**config.mk**
```make
export PLATFORM = sky130hd
export DESIGN_NAME = char_tally_seq
export DESIGN_NICKNAME = d
export VERILOG_FILES = /design/src/rtl/ctseq_pkg.sv /design/src/rtl/ctseq_dp.sv /design/src/rtl/ctseq_ctrl.sv /design/src/rtl/char_tally_seq.sv
export SDC_FILE = /design/constraint.sdc
export NUM_CORES = 1
export LEC_CHECK = 0
export BUFFER_PORTS_ARGS = -buffer_cell sky130_fd_sc_hd__clkbuf_2
export CAP_MARGIN = 0
export CORE_ASPECT_RATIO = 1.1
export CORE_MARGIN = 8
export CORE_UTILIZATION = 45
export DETAILED_ROUTE_END_ITERATION = 10
export PLACE_DENSITY_LB_ADDON = 0.3
export SYNTH_ARGS = -nofsm -noshare
export SYNTH_HDL_FRONTEND = slang
export SYNTH_SLANG_ARGS = --single-unit
export TNS_END_PERCENT = 30
```
**constraint.sdc**
```tcl
create_clock -name clk -period 2.55 [get_ports clk]
set_input_delay 0.255 -clock clk [delete_from_list [all_inputs] [get_ports clk]]
set_output_delay 0.255 -clock clk [all_outputs]
set_load 0.02 [all_outputs]
```
**src/rtl/ctseq_pkg.sv**
```systemverilog
package ctseq_pkg;

  typedef enum logic [1:0] {
    MODE_PLAIN = 2'd0,
    MODE_FWD   = 2'd1,
    MODE_REV   = 2'd2,
    MODE_ALT   = 2'd3
  } stepMode_t;

  typedef enum logic [2:0] {
    ST_IDLE  = 3'd0,
    ST_READ  = 3'd1,
    ST_CHECK = 3'd2,
    ST_EMIT  = 3'd3,
    ST_WRITE = 3'd4,
    ST_DONE  = 3'd5
  } seqState_t;

  // strobes from control to datapath
  typedef struct packed {
    logic latchReq;
    logic capture;
    logic updFlag;
  } dpCtl_t;

endpackage

```
**src/rtl/ctseq_dp.sv**
```systemverilog
module ctseq_dp
  import ctseq_pkg::*;
#(
  parameter int ADDR_W  = 18,
  parameter int TALLY_W = 12
) (
  input  logic                              clk,
  input  logic                              rstN,
  input  dpCtl_t                            ctl,
  input  logic [1:0]                        startMode,
  input  logic [ADDR_W-1:0]                 startAddr,
  input  logic [ADDR_W+TALLY_W+6-1:0]       memRdata,
  input  logic                              emitNow,
  output logic                              stepping,
  output logic                              offBad,
  output logic [ADDR_W-1:0]                 memAddr,
  output logic [ADDR_W+TALLY_W+6-1:0]       memWdata,
  output logic [ADDR_W-1:0]                 charWord,
  output logic [2:0]                        charOffset,
  output logic                              charSize9,
  output logic                              tallyZero
);

  localparam int WORD_W    = ADDR_W + TALLY_W + 6;
  localparam int TALLY_LSB = 6;
  localparam int ADDR_LSB  = TALLY_LSB + TALLY_W;

  stepMode_t             modeQ;
  logic [ADDR_W-1:0]     addrQ;
  logic [WORD_W-1:0]     capWord;

  always_ff @(posedge clk) begin
    if (!rstN) begin
      modeQ   <= MODE_PLAIN;
      addrQ   <= '0;
      capWord <= '0;
    end else begin
      if (ctl.latchReq) begin
        modeQ <= stepMode_t'(startMode);
        addrQ <= startAddr;
      end
      if (ctl.capture) capWord <= memRdata;
    end
  end

  // field split of the captured indirect word
  logic [ADDR_W-1:0]  curWord;
  logic [TALLY_W-1:0] curTally;
  logic               size9;
  logic [1:0]         spare;
  logic [2:0]         curOff;
  logic [2:0]         lastOff;

  assign curWord  = capWord[WORD_W-1:ADDR_LSB];
  assign curTally = capWord[ADDR_LSB-1:TALLY_LSB];
  assign size9    = capWord[5];
  assign spare    = capWord[4:3];
  assign curOff   = capWord[2:0];
  assign lastOff  = size9 ? 3'd3 : 3'd5;
  assign offBad   = curOff > lastOff;

  logic isRev;
  assign isRev    = (modeQ == MODE_REV);
  assign stepping = (modeQ == MODE_FWD) || isRev;

  // forward: post-increment; reverse: pre-decrement
  logic               fwdWrap, revWrap;
  logic [ADDR_W-1:0]  fwdWord, revWord;
  logic [2:0]         fwdOff, revOff;

  always_comb begin
    fwdWrap = (curOff == lastOff);
    revWrap = (curOff == 3'd0);
    fwdOff  = fwdWrap ? 3'd0 : curOff + 3'd1;
    fwdWord = fwdWrap ? curWord + ADDR_W'(1) : curWord;
    revOff  = revWrap ? lastOff : curOff - 3'd1;
    revWord = revWrap ? curWord - ADDR_W'(1) : curWord;
  end

  logic [ADDR_W-1:0]  newWord;
  logic [2:0]         newOff;
  logic [TALLY_W-1:0] newTally;

  assign newWord  = isRev ? revWord : fwdWord;
  assign newOff   = isRev ? revOff  : fwdOff;
  assign newTally = isRev ? curTally + TALLY_W'(1) : curTally - TALLY_W'(1);

  assign charWord   = isRev ? revWord : curWord;
  assign charOffset = isRev ? revOff  : curOff;
  assign charSize9  = size9;

  assign memAddr  = addrQ;
  assign memWdata = {newWord, newTally, size9, spare, newOff};

  always_ff @(posedge clk) begin
    if (!rstN)            tallyZero <= 1'b0;
    else if (ctl.updFlag) tallyZero <= (newTally == '0);
  end


  emit_offset_legal_chk: assert property (@(posedge clk) disable iff (!rstN)
    emitNow |-> (charSize9 ? (charOffset <= 3'd3) : (charOffset <= 3'd5)));


  flag_follows_write_chk: assert property (@(posedge clk) disable iff (!rstN)
    ctl.updFlag |=> (tallyZero == ($past(memWdata[ADDR_LSB-1:TALLY_LSB]) == '0)));

endmodule

```
**src/rtl/ctseq_ctrl.sv**
```systemverilog
module ctseq_ctrl
  import ctseq_pkg::*;
(
  input  logic   clk,
  input  logic   rstN,
  input  logic   start,
  input  logic   memReady,
  input  logic   stepping,
  input  logic   offBad,
  output dpCtl_t ctl,
  output logic   busy,
  output logic   memReq,
  output logic   memWe,
  output logic   memLock,
  output logic   charValid,
  output logic   done,
  output logic   fault
);

  seqState_t st, stNext;
  logic      faultQ;

  always_comb begin
    stNext = st;
    unique case (st)
      ST_IDLE:  if (start) stNext = ST_READ;
      ST_READ:  if (memReady) stNext = ST_CHECK;
      ST_CHECK: stNext = offBad ? ST_DONE : ST_EMIT;
      ST_EMIT:  stNext = stepping ? ST_WRITE : ST_DONE;
      ST_WRITE: if (memReady) stNext = ST_DONE;
      ST_DONE:  stNext = ST_IDLE;
      default:  stNext = ST_IDLE;
    endcase
  end

  always_ff @(posedge clk) begin
    if (!rstN) begin
      st     <= ST_IDLE;
      faultQ <= 1'b0;
    end else begin
      st <= stNext;
      if (st == ST_IDLE)       faultQ <= 1'b0;
      else if (st == ST_CHECK) faultQ <= offBad;
    end
  end

  assign ctl.latchReq = (st == ST_IDLE) && start;
  assign ctl.capture  = (st == ST_READ) && memReady;
  assign ctl.updFlag  = (st == ST_WRITE) && memReady;

  assign busy      = (st != ST_IDLE);
  assign memReq    = (st == ST_READ) || (st == ST_WRITE);
  assign memWe     = (st == ST_WRITE);
  assign memLock   = stepping && ((st == ST_READ) || (st == ST_CHECK) ||
                                  (st == ST_EMIT) || (st == ST_WRITE));
  assign charValid = (st == ST_EMIT);
  assign done      = (st == ST_DONE);
  assign fault     = (st == ST_DONE) && faultQ;


  lock_on_write_chk: assert property (@(posedge clk) disable iff (!rstN)
    (memReq && memWe) |-> memLock);


  idle_unlocked_chk: assert property (@(posedge clk) disable iff (!rstN)
    !busy |-> !memLock);


  req_held_chk: assert property (@(posedge clk) disable iff (!rstN)
    (memReq && !memReady) |=> (memReq && $stable(memWe)));


  single_emit_chk: assert property (@(posedge clk) disable iff (!rstN)
    charValid |=> !charValid);


  fault_no_emit_chk: assert property (@(posedge clk) disable iff (!rstN)
    fault |-> (done && !$past(charValid)));

endmodule

```
**src/rtl/char_tally_seq.sv**
```systemverilog
module char_tally_seq
  import ctseq_pkg::*;
#(
  parameter int ADDR_W  = 18,
  parameter int TALLY_W = 12
) (
  input  logic                        clk,
  input  logic                        rstN,
  input  logic                        start,
  input  logic [1:0]                  reqMode,
  input  logic [ADDR_W-1:0]           reqAddr,
  output logic                        busy,
  output logic                        memReq,
  output logic                        memWe,
  output logic [ADDR_W-1:0]           memAddr,
  output logic [ADDR_W+TALLY_W+5:0]   memWdata,
  input  logic                        memReady,
  input  logic [ADDR_W+TALLY_W+5:0]   memRdata,
  output logic                        memLock,
  output logic                        charValid,
  output logic [ADDR_W-1:0]           charWord,
  output logic [2:0]                  charOffset,
  output logic                        charSize9,
  output logic                        done,
  output logic                        fault,
  output logic                        tallyZero
);

  dpCtl_t ctl;
  logic   stepping;
  logic   offBad;

  ctseq_ctrl u_ctrl (
    .clk       (clk),
    .rstN      (rstN),
    .start     (start),
    .memReady  (memReady),
    .stepping  (stepping),
    .offBad    (offBad),
    .ctl       (ctl),
    .busy      (busy),
    .memReq    (memReq),
    .memWe     (memWe),
    .memLock   (memLock),
    .charValid (charValid),
    .done      (done),
    .fault     (fault)
  );

  ctseq_dp #(.ADDR_W(ADDR_W), .TALLY_W(TALLY_W)) u_dp (
    .clk        (clk),
    .rstN       (rstN),
    .ctl        (ctl),
    .startMode  (reqMode),
    .startAddr  (reqAddr),
    .memRdata   (memRdata),
    .emitNow    (charValid),
    .stepping   (stepping),
    .offBad     (offBad),
    .memAddr    (memAddr),
    .memWdata   (memWdata),
    .charWord   (charWord),
    .charOffset (charOffset),
    .charSize9  (charSize9),
    .tallyZero  (tallyZero)
  );

endmodule

```
==> metrics.cfg <==
[run_status]
outcome=complete, but fails checks
violations=setup timing

[route]
antenna_left=0
firstDrtPassIters=4
drt_iter0_markers=162
avgRoutedWirePerCell_um=15.3
wl_um=11900
via_count=4035
via_per_inst=5.22
drc=0

[synth]
synthArstFlopShare=0
ys_warn_count=0
netlist_instances=495
synth_ff_type=dfxtp_1
synth_edf_count=0
netlist_area_um2=3870
synth_cell_type_count=51
ys_seq_elements=61
synth_area_per_cell_um2=7.82
syn_nets=575
ys_seq_area_frac=0.316

[cells_and_area]
layout_commonest_cell=nand2_1
layout-area-overhead-vs-synth_pct=41.9
fill_cells=703
drive_gt1_frac=0.384
seqCellArea_um2=1230
n_antenna_cell=0
multi_input_area_um2=2740
layout.nets=737
fin_cells=773
final_cell_mix=nand2_1 (132), clkbuf_2 (116), a21boi_0 (59), dfxtp_1 (57), buf_4 (53)
stdcell_area_um2=5490

[power_and_ir_drop]
ir_drop_mv=0.358
powerDensity_nw_per_um2=572
p_leak_nw=2.43

[hold_path]
min_path_cells=3
min_path_type=input port to flop

[floorplanning]
core_um2=8360
start_util=0.463
core.rowCount=35
dieArea_um2=11800
io_pins=144
die_h_um=113
die_w_um=104

[clock_tree]
clockBufferDepth=2
path_clk_slew_ns=0.08
numCtsBuffers=9
root_buffer=clkbuf_8
cts_sinks=61
cts_tree=done
htreeDepth=3
clk_latency_ns=0.34

[sta]
setup_viol=20
hold_violations=0
fin_hold_ws_ns=0.137
max_freq_ghz=0.366
maxSlewViolCount=0
fin_crit_sh=1.07
final.setup.worst_slack_ns=-0.183
tightest_slew_ns=0.684
fin_crit_ns=2.73
relSlewSlack=0.543
rsz0062_at_grt=yes
skew_ns=0.00716

[critical_path]
critPathLaunchType=flop
crit_type=flop to primary output
cp_max_fo=3
r2r_cells=11
crit_arrival_ns=2.48
endpoint_kind=primary output
cp.required_ns=2.30

[flow_run]
cap_viol_max_count=0

[global_route]
grt_pass1_wl_um=19000
antenna_found_initial=0
grt.overflow.total=0
grt_max_degree=62
track_usage=0.193
grt_pass1_vias=4089

[placement]
gp_congestion=0.848
portBuffers=143
placed_cell_area_um2=4760
numPlacedInstances=736
dpl.hpwl_um=8390

sequential cells by signal, indices dropped and copies added, names as in the netlist:
signal	count
u_dp.capWord	36
u_dp.memAddr	18
u_ctrl.st	3
u_dp.modeQ	2
u_ctrl.faultQ	1
u_dp.tallyZero	1
per-stage QoR:
stage | power (W) | worst slack (ns) | setup TNS, ns | utilization
finish | 0.00314 | -0.183 | -2.10 | 0.656
detailed placement | 0.00210 | -0.0329 | -0.0599 | 0.569
CTS | 0.00307 | -0.248 | -2.46 | 0.625
global placement | 0.00208 | 0.0161 | 0 | 0.569
global route | 0.00332 | -0.313 | -5.08 | 0.656
floorplan | 0.00175 | 0.0184 | 0 | -
final timing paths:
kind / slack, ns / end / start
max reg2reg: 0.08 / u_dp.tallyZero / u_dp.modeQ[0]
min reg2reg: 0.46 / u_dp.memAddr[2] / u_dp.memAddr[2]
max: -0.18 / memWdata[31] / u_dp.modeQ[0]
min: 0.14 / u_dp.memAddr[6] / reqAddr[6]
synth_stat cells, types with 3 or more instances:
cell,n,area (um^2)
buf_2,6,30.0
nand4_1,3,18.8
a31oi_1,5,31.3
nor3b_1,4,30.0
a21boi_0,59,443
buf_4,3,22.5
nand2_1,132,495
xor2_1,14,123
nor3_2,4,40.0
a22oi_1,3,22.5
ha_1,19,238
o211ai_1,5,37.5
nand3_1,7,35.0
nor3_1,7,35.0
and3_1,9,56.3
nor2b_1,3,18.8
xnor2_1,30,263
nor2_1,16,60.1
o21ai_0,11,55.1
inv_1,12,45.0
dfxtp_1,61,1220
and2_1,3,18.8
a21oi_1,17,85.1
a21o_1,4,30.0
clkbuf_1,23,86.3
power by group:
group	switching [W]	internal (W)
clock	0.000411	0.000484
sequential	0.0000725	0.00101
combinational	0.000647	0.000516
critical path, cell delays in order (launching register included):
cell and delay (ns):
dfxtp_2 0.33, inv_2 0.04, ha_4 0.17, buf_6 0.12, buf_6 0.11, and4b_2 0.30
nand4_1 0.17, nor2_2 0.17, and4_4 0.26, buf_4 0.12, nor2b_4 0.04, xnor2_2 0.14
buf_4 0.16
layer usage:
metal | part of all wire | up-vias | track usage
met1 | 0.41 | 1858 | 0.212
li1 | - | 2008 | -
met5 | 0 | - | 0
met2 | 0.50 | 156 | 0.340
met4 | 0.014 | 0 | 0.0821
met3 | 0.070 | 13 | 0.0523
timing repair:
item | 4_1_cts | 5_1_grt
endpoints found under the hold margin | 0 | 0
hold buffers | 0 | 0
setup buffers | 10 | 11
gates resized for setup | 54 | 56
pin swaps | 11 | 14
endpoints found under the setup margin | 31 | 31
cell families after synthesis:
kind of cell / synth area share
and+or+nand+nor: 0.260
AOI/OAI and AO/OA: 0.205
xor gates and xnor gates: 0.0996
adders and majority gates: 0.0666
muxes: 0.00291
buffers and inverters: 0.0504
DFF: 0.316
layout make-up:
| cell class | count | share of cell area |
|---|---|---|
| clock buffer | 10 | 0.0251 |
| clock inverter | 6 | 0.0128 |
| inverter | 12 | 0.00957 |
| multi-input combinational | 389 | 0.499 |
| sequential | 61 | 0.224 |
| tap | 111 | 0.0253 |
| timing repair buffer | 184 | 0.204 |
Note: power is estimated with default switching activity, not from simulation.
